--- src/rtl/stp_pkg.sv ---
package stp_pkg;
  localparam int DSL_W = 2;
  localparam int PHY_W = 3;
  localparam int HW_W  = DSL_W + 2 * PHY_W;

  localparam logic [1:0] ADDR_IMG  = 2'd0;
  localparam logic [1:0] ADDR_CFG  = 2'd1;
  localparam logic [1:0] ADDR_HWEN = 2'd2;

  typedef enum logic [1:0] {
    SEQ_IDLE  = 2'd0,
    SEQ_SHIFT = 2'd1,
    SEQ_STORE = 2'd2
  } seq_state_e;
endpackage

--- src/rtl/stp_regs.sv ---
module stp_regs
  import stp_pkg::*;
#(
  parameter int GROUPS = 3,
  parameter int GRP_W  = 8,
  parameter logic [GROUPS*GRP_W-1:0] INIT_IMAGE = '1,
  parameter logic [GROUPS-1:0] INIT_MASK = '1,
  parameter bit INIT_RISE = 1'b0
) (
  input  logic                      clk,
  input  logic                      rst_n,
  input  logic                      wr_en,
  input  logic [1:0]                wr_addr,
  input  logic [GROUPS*GRP_W-1:0]   wr_data,
  input  logic [1:0]                rd_addr,
  output logic [GROUPS*GRP_W-1:0]   rd_data,
  input  logic [DSL_W-1:0]          dsl_in,
  input  logic [PHY_W-1:0]          phy_a_in,
  input  logic [PHY_W-1:0]          phy_b_in,
  output logic [GROUPS*GRP_W-1:0]   image,
  output logic [GROUPS-1:0]         mask,
  output logic                      rise
);
  localparam int IMG_W = GROUPS * GRP_W;

  logic [IMG_W-1:0] sw_q;
  logic [HW_W-1:0]  hwen_q;
  logic [IMG_W-1:0] hw_own;
  logic [IMG_W-1:0] hw_val;

  assign hw_own = IMG_W'(hwen_q);
  assign hw_val = IMG_W'({phy_b_in, phy_a_in, dsl_in});
  assign image  = (sw_q & ~hw_own) | (hw_val & hw_own);

  always_ff @(posedge clk) begin
    if (!rst_n) begin
      sw_q   <= INIT_IMAGE;
      mask   <= INIT_MASK;
      rise   <= INIT_RISE;
      hwen_q <= '0;
    end else if (wr_en) begin
      case (wr_addr)
        ADDR_IMG:  sw_q <= (wr_data & ~hw_own) | (sw_q & hw_own);
        ADDR_CFG:  begin
          mask <= wr_data[GROUPS-1:0];
          rise <= wr_data[GROUPS];
        end
        ADDR_HWEN: hwen_q <= wr_data[HW_W-1:0];
        default:   ;
      endcase
    end
  end

  always_comb begin
    case (rd_addr)
      ADDR_IMG:  rd_data = image;
      ADDR_CFG:  rd_data = IMG_W'({rise, mask});
      ADDR_HWEN: rd_data = IMG_W'(hwen_q);
      default:   rd_data = '0;
    endcase
  end
endmodule

--- src/rtl/stp_divider.sv ---
module stp_divider #(
  parameter int HALF_DIV = 4
) (
  input  logic clk,
  input  logic rst_n,
  input  logic run,
  output logic tick
);
  localparam int CW = (HALF_DIV > 1) ? $clog2(HALF_DIV) : 1;
  localparam logic [CW-1:0] LAST = CW'(HALF_DIV - 1);

  logic [CW-1:0] cnt;

  assign tick = run && (cnt == LAST);

  always_ff @(posedge clk) begin
    if (!rst_n || !run) cnt <= '0;
    else if (cnt == LAST) cnt <= '0;
    else cnt <= cnt + 1'b1;
  end
endmodule

--- src/rtl/stp_seq.sv ---
module stp_seq
  import stp_pkg::*;
#(
  parameter int GROUPS = 3,
  parameter int GRP_W  = 8,
  parameter logic [GROUPS*GRP_W-1:0] INIT_IMAGE = '1,
  parameter bit INIT_RISE = 1'b0
) (
  input  logic                    clk,
  input  logic                    rst_n,
  input  logic [GROUPS*GRP_W-1:0] image,
  input  logic [GROUPS-1:0]       mask,
  input  logic                    rise,
  input  logic                    tick,
  output logic                    run,
  output logic                    sh_clk,
  output logic                    sh_data,
  output logic                    sh_store
);
  localparam int IMG_W = GROUPS * GRP_W;
  localparam int GW = (GROUPS > 1) ? $clog2(GROUPS) : 1;
  localparam int BW = (GRP_W > 1) ? $clog2(GRP_W) : 1;
  localparam int IW = (IMG_W > 1) ? $clog2(IMG_W) : 1;
  localparam logic [BW-1:0] TOP_BIT = BW'(GRP_W - 1);

  seq_state_e       st;
  logic [IMG_W-1:0] snap, sent;
  logic [GROUPS-1:0] mask_l;
  logic [GW-1:0]    grp, top_g, nxt_g;
  logic [BW-1:0]    bitn;
  logic             phase, has_nxt, edge_l, start;
  logic [IW-1:0]    idx;

  assign start = (image != sent) && (|mask);
  assign run   = (st != SEQ_IDLE);
  assign idx   = IW'(grp) * IW'(GRP_W) + IW'(bitn);

  always_comb begin
    top_g = '0;
    for (int g = 0; g < GROUPS; g++)
      if (mask[g]) top_g = GW'(g);
  end

  always_comb begin
    nxt_g   = '0;
    has_nxt = 1'b0;
    for (int g = 0; g < GROUPS; g++) begin
      if (mask_l[g] && (GW'(g) < grp)) begin
        nxt_g   = GW'(g);
        has_nxt = 1'b1;
      end
    end
  end

  always_ff @(posedge clk) begin
    if (!rst_n) begin
      st     <= SEQ_IDLE;
      snap   <= INIT_IMAGE;
      sent   <= INIT_IMAGE;
      mask_l <= '0;
      grp    <= '0;
      bitn   <= '0;
      phase  <= 1'b0;
      edge_l <= INIT_RISE;
    end else begin
      case (st)
        SEQ_IDLE: begin
          edge_l <= rise;
          if (start) begin
            snap   <= image;
            sent   <= image;
            mask_l <= mask;
            grp    <= top_g;
            bitn   <= TOP_BIT;
            phase  <= 1'b0;
            st     <= SEQ_SHIFT;
          end
        end
        SEQ_SHIFT: if (tick) begin
          phase <= ~phase;
          if (phase) begin
            if (bitn != '0) bitn <= bitn - 1'b1;
            else if (has_nxt) begin
              grp  <= nxt_g;
              bitn <= TOP_BIT;
            end else st <= SEQ_STORE;
          end
        end
        SEQ_STORE: if (tick) begin
          phase <= ~phase;
          if (phase) st <= SEQ_IDLE;
        end
        default: st <= SEQ_IDLE;
      endcase
    end
  end

  assign sh_clk   = (st == SEQ_SHIFT && phase) ? edge_l : ~edge_l;
  assign sh_data  = (st == SEQ_SHIFT) ? snap[idx] : 1'b0;
  assign sh_store = (st == SEQ_STORE);
endmodule

--- src/rtl/stp_shift_drv.sv ---
module stp_shift_drv
  import stp_pkg::*;
#(
  parameter int GROUPS   = 3,
  parameter int GRP_W    = 8,
  parameter int HALF_DIV = 4,
  parameter logic [GROUPS*GRP_W-1:0] INIT_IMAGE = 24'h00FFFF,
  parameter logic [GROUPS-1:0] INIT_MASK = '1,
  parameter bit INIT_RISE = 1'b0
) (
  input  logic                    clk,
  input  logic                    rst_n,
  input  logic                    wr_en,
  input  logic [1:0]              wr_addr,
  input  logic [GROUPS*GRP_W-1:0] wr_data,
  input  logic [1:0]              rd_addr,
  output logic [GROUPS*GRP_W-1:0] rd_data,
  input  logic [DSL_W-1:0]        dsl_in,
  input  logic [PHY_W-1:0]        phy_a_in,
  input  logic [PHY_W-1:0]        phy_b_in,
  output logic                    busy,
  output logic                    sh_clk,
  output logic                    sh_data,
  output logic                    sh_store
);
  localparam int IMG_W = GROUPS * GRP_W;

  logic [IMG_W-1:0]  image;
  logic [GROUPS-1:0] mask;
  logic              rise, tick, run;

  stp_regs #(
    .GROUPS(GROUPS), .GRP_W(GRP_W), .INIT_IMAGE(INIT_IMAGE),
    .INIT_MASK(INIT_MASK), .INIT_RISE(INIT_RISE)
  ) u_regs (
    .clk(clk), .rst_n(rst_n), .wr_en(wr_en), .wr_addr(wr_addr),
    .wr_data(wr_data), .rd_addr(rd_addr), .rd_data(rd_data),
    .dsl_in(dsl_in), .phy_a_in(phy_a_in), .phy_b_in(phy_b_in),
    .image(image), .mask(mask), .rise(rise)
  );

  stp_divider #(.HALF_DIV(HALF_DIV)) u_div (
    .clk(clk), .rst_n(rst_n), .run(run), .tick(tick)
  );

  stp_seq #(
    .GROUPS(GROUPS), .GRP_W(GRP_W), .INIT_IMAGE(INIT_IMAGE), .INIT_RISE(INIT_RISE)
  ) u_seq (
    .clk(clk), .rst_n(rst_n), .image(image), .mask(mask), .rise(rise),
    .tick(tick), .run(run), .sh_clk(sh_clk), .sh_data(sh_data),
    .sh_store(sh_store)
  );

  assign busy = run;
endmodule

--- config.mk ---
export PLATFORM = sky130hd
export DESIGN_NAME = stp_shift_drv
export DESIGN_NICKNAME = d
export VERILOG_FILES = /design/src/rtl/stp_pkg.sv /design/src/rtl/stp_regs.sv /design/src/rtl/stp_divider.sv /design/src/rtl/stp_seq.sv /design/src/rtl/stp_shift_drv.sv
export SDC_FILE = /design/constraint.sdc
export NUM_CORES = 1
export LEC_CHECK = 0
export CAP_MARGIN = 20
export CELL_PAD_IN_SITES_DETAIL_PLACEMENT = 0
export CELL_PAD_IN_SITES_GLOBAL_PLACEMENT = 1
export CORE_ASPECT_RATIO = 2
export CORE_MARGIN = 2
export CORE_UTILIZATION = 30
export DETAILED_ROUTE_END_ITERATION = 10
export GPL_TIMING_DRIVEN = 0
export PLACE_DENSITY = 0.75
export SLEW_MARGIN = 25
export SYNTH_ARGS = -nofsm -noshare
export SYNTH_HDL_FRONTEND = slang
export SYNTH_HIERARCHICAL = 1
export SYNTH_SLANG_ARGS = --single-unit
--- constraint.sdc ---
create_clock -name clk -period 2.19 [get_ports clk]
set_clock_uncertainty 0.15 [all_clocks]
set_input_delay 0.438 -clock clk [delete_from_list [all_inputs] [get_ports clk]]
set_output_delay 0.438 -clock clk [all_outputs]
set_load 0.01 [all_outputs]
==> impl_metrics.yaml <==
global_routing:
  grt_pass1_vias: 3804
  overflow: 0
  gr-usage-met1_pct: 15.5
  use_met2_pct: 31.9
  grt_busiest_layer: "met2"
  grt_pass1_wl_um: 19400
  met3_usage_pct: 2.90
  gr-usage-all-layers_pct: 16.7
  antenna_found_initial: 0
  grt_max_degree: 14
route:
  viasPerCell: 4.86
  vias: 3616
  drt_iter0_drc: 149
  drt_pass1_iterations: 4
  routed_wl_um: 12500
  ant_nets: 0
  drc: 0
  wl_per_cell_um: 16.9
sta:
  fin_crit_ps: 2770
  layout_setup_ws_ps: -581
  finalHoldViolCount: 0
  setup_viol_count_final: 36
  slew_violations: 0
  relSlewSlack_pct: 42.1
  fmax_mhz: 361
  rsz0062_at_grt: "true"
  finalCritPeriodShare_pct: 127
  worst_pin_slew_ps: 862
layout:
  drive_above_1_share_pct: 27.0
  diodes: 0
  postLayoutCellArea_um2: 5950
  area_growth_pct: 36.3
  final_nets: 595
clock_network:
  cts_tree: "built"
  cts.htree.levels: 3
  cts.sink_count: 74
  numCtsBuffers: 9
  clkTransAtPathRegs_ps: 60
  insertion_delay_ps: 340
  postCtsHoldBufs: 0
  cts_buffer_depth: 2
  cts_root_buf: "clkbuf_16"
placement:
  gp_congestion: 0.850
  post-place-ws_ps: -807
  io_buffers: 64
  dp.final_hpwl_um: 9450
  place_area_um2: 5260
synth:
  synth_xor_area_share_pct: 5.22
  netlist_instances: 457
  synth_edf_count: 0
  synth_area_leaders: "dfxtp_1, mux2i_1, nand2_1, xor2_1, buf_4"
  avgSynthCellArea_um2: 9.54
  yosys_warnings: 6
  syn_area_um2: 4360
  yosys-top-cells-count: "dfxtp_1, nand2_1, mux2i_1, nor2_1, nor2b_1"
  synth_compound_area_share_pct: 7.26
  yosysTopAreaCell: "dfxtp_1"
  syn-num-nets: 504
  synth_top_family_by_area: "simple AND/OR/NAND/NOR gates"
  synthAdderAreaFrac_pct: 2.29
  yosysMostFrequentCell: "dfxtp_1"
  yosys.area_share.simple_pct: 22.9
  ys_async_sr_fraction_pct: 0
  ys_types: 53
  synth_seq_cells: 74
  yosysTopAreaCellShare_pct: 34.0
  synthMuxAreaShare_pct: 19.6
  synth_ff_type: "dfxtp_1"
  seq_area_frac_synth_pct: 34.0
job:
  max-cap-violations: 0
setup_path:
  cpMostUsedCell: "mux4_2"
  worst_setup_path_end_kind: "output port"
  critPathMaxFanout: 6
  startpoint_type: "flip-flop"
  crit_arrival_ps: 2180
  max_stage_delay_ps: 550
  crit_path_cell_trace: "buf_6 > mux4_2 > mux4_2 > mux2i_1 > nor2b_1 > buf_2"
  required_ps: 1600
  critPathKind: "flip-flop to output port"
  slowest_stage: "mux4_2"
run_status:
  outcome: "finished with violations"
  violations: "negative setup slack"
power_and_ir_drop:
  peakVddDrop_v: 0.000479
  p_total_uw: 5500
  power_density_nw_per_um2: 925
  leakagePower_uw: 0.00251
floorplan:
  ios: 67
  die_y_um: 175
  rows: 62
  dieArea_um2: 15600
  coreArea_um2: 14300
  initial_core_util_pct: 30.6
  die_width_um: 89.3
min_path:
  min_path_type: "flip-flop to flip-flop"
-- final timing paths --
| path | startpoint | endpoint | slack [ps] | depth (start not counted) |
|---|---|---|---|---|
| setup / recovery | u_seq/bitn[0]$_SDFFE_PN0P_ | sh_data | -580 | 6 |
| hold / removal | u_regs/sw_q[16]$_SDFFE_PN0P_ | u_regs/sw_q[16]$_SDFFE_PN0P_ | 330 | 2 |
| setup reg to reg | u_regs/hwen_q[2]$_SDFFE_PN0P_ | u_seq/sent[15]$_SDFFE_PN1P_ | -240 | 10 |
| hold reg to reg | u_regs/sw_q[16]$_SDFFE_PN0P_ | u_regs/sw_q[16]$_SDFFE_PN0P_ | 330 | 2 |
-- layer usage --
| layer | wire (µm) | share of wire [%] |
|---|---|---|
| met2 | 7350 | 59 |
| met1 | 4240 | 34 |
| met4 | 629 | 5.0 |
| met5 | 0 | 0 |
| met3 | 324 | 2.6 |
-- final cells by class --
class | count | area (µm²)
Sequential cell | 74 | 1500
Buffer | 43 | 338
Fill cell | 1465 | 8330
Clock inverter | 6 | 66.3
Clock buffer | 9 | 225
Multi-Input combinational cell | 319 | 2720
Tap cell | 192 | 240
Inverter | 19 | 71.3
Timing Repair Buffer | 82 | 788
-- cell usage in the layout (no fill, tap or decap), types with 6 or more instances in the layout --
master and count:
nand2_1 65, dfxtp_1 64, mux2i_1 60, clkdlybuf4s50_1 30
buf_4 27, nor2_1 22, nor2b_1 21, inv_1 17
dlygate4sd2_1 16, buf_2 13, xor2_1 13, and3b_1 10
clkbuf_16 9, clkdlybuf4s15_1 9, o211ai_1 9, buf_6 8
mux2_4 8, clkbuf_1 8, nand4bb_1 8, dfxtp_2 8
xnor2_1 8, and2_1 7, nor4b_2 7, mux4_2 7
ha_1 6
-- through the flow --
step                instances  TNS, ps  hold WS (ps)  utilization, %
global route              744   -10940           358            41.7
floorplan                 457     -352           293               -
finish                    744    -7300           326            41.7
CTS                       741    -6180           324            41.1
global placement          713   -48750           313            36.8
detailed placement        713   -50770           315            36.8
-- where the power goes --
part | internal, µW | switching [µW] | leakage, µW
sequential | 1490 | 140 | 0.000609
combinational | 1290 | 1110 | 0.00176
clock | 877 | 594 | 0.000134
-- cell families (layout without fill, tap and decap cells) --
family                     after synthesis  after routing
DFF                                     74             74
AOI/OAI and AO/OA                       42             42
xor gates and xnor gates                26             26
and+or+nand+nor                        168            168
buffers and inverters                   64            159
muxes                                   75             75
adders and majority gates                8              8
-- worst max-delay path: cells and delay by family (launching register included) --
| family | cells | cell delay [ps] |
|---|---|---|
| muxes | 3 | 1200 |
| DFF | 1 | 320 |
| buffers and inverters | 2 | 270 |
| and+or+nand+nor | 1 | 60 |
-- timing repair --
action | in CTS | in global routing
cloned | 4 | 0
setup endpoints to repair | 62 | 53
setup buffers | 11 | 3
pin swaps | 17 | 8
gates resized for setup | 124 | 25
(Power assumes the default switching activity.)
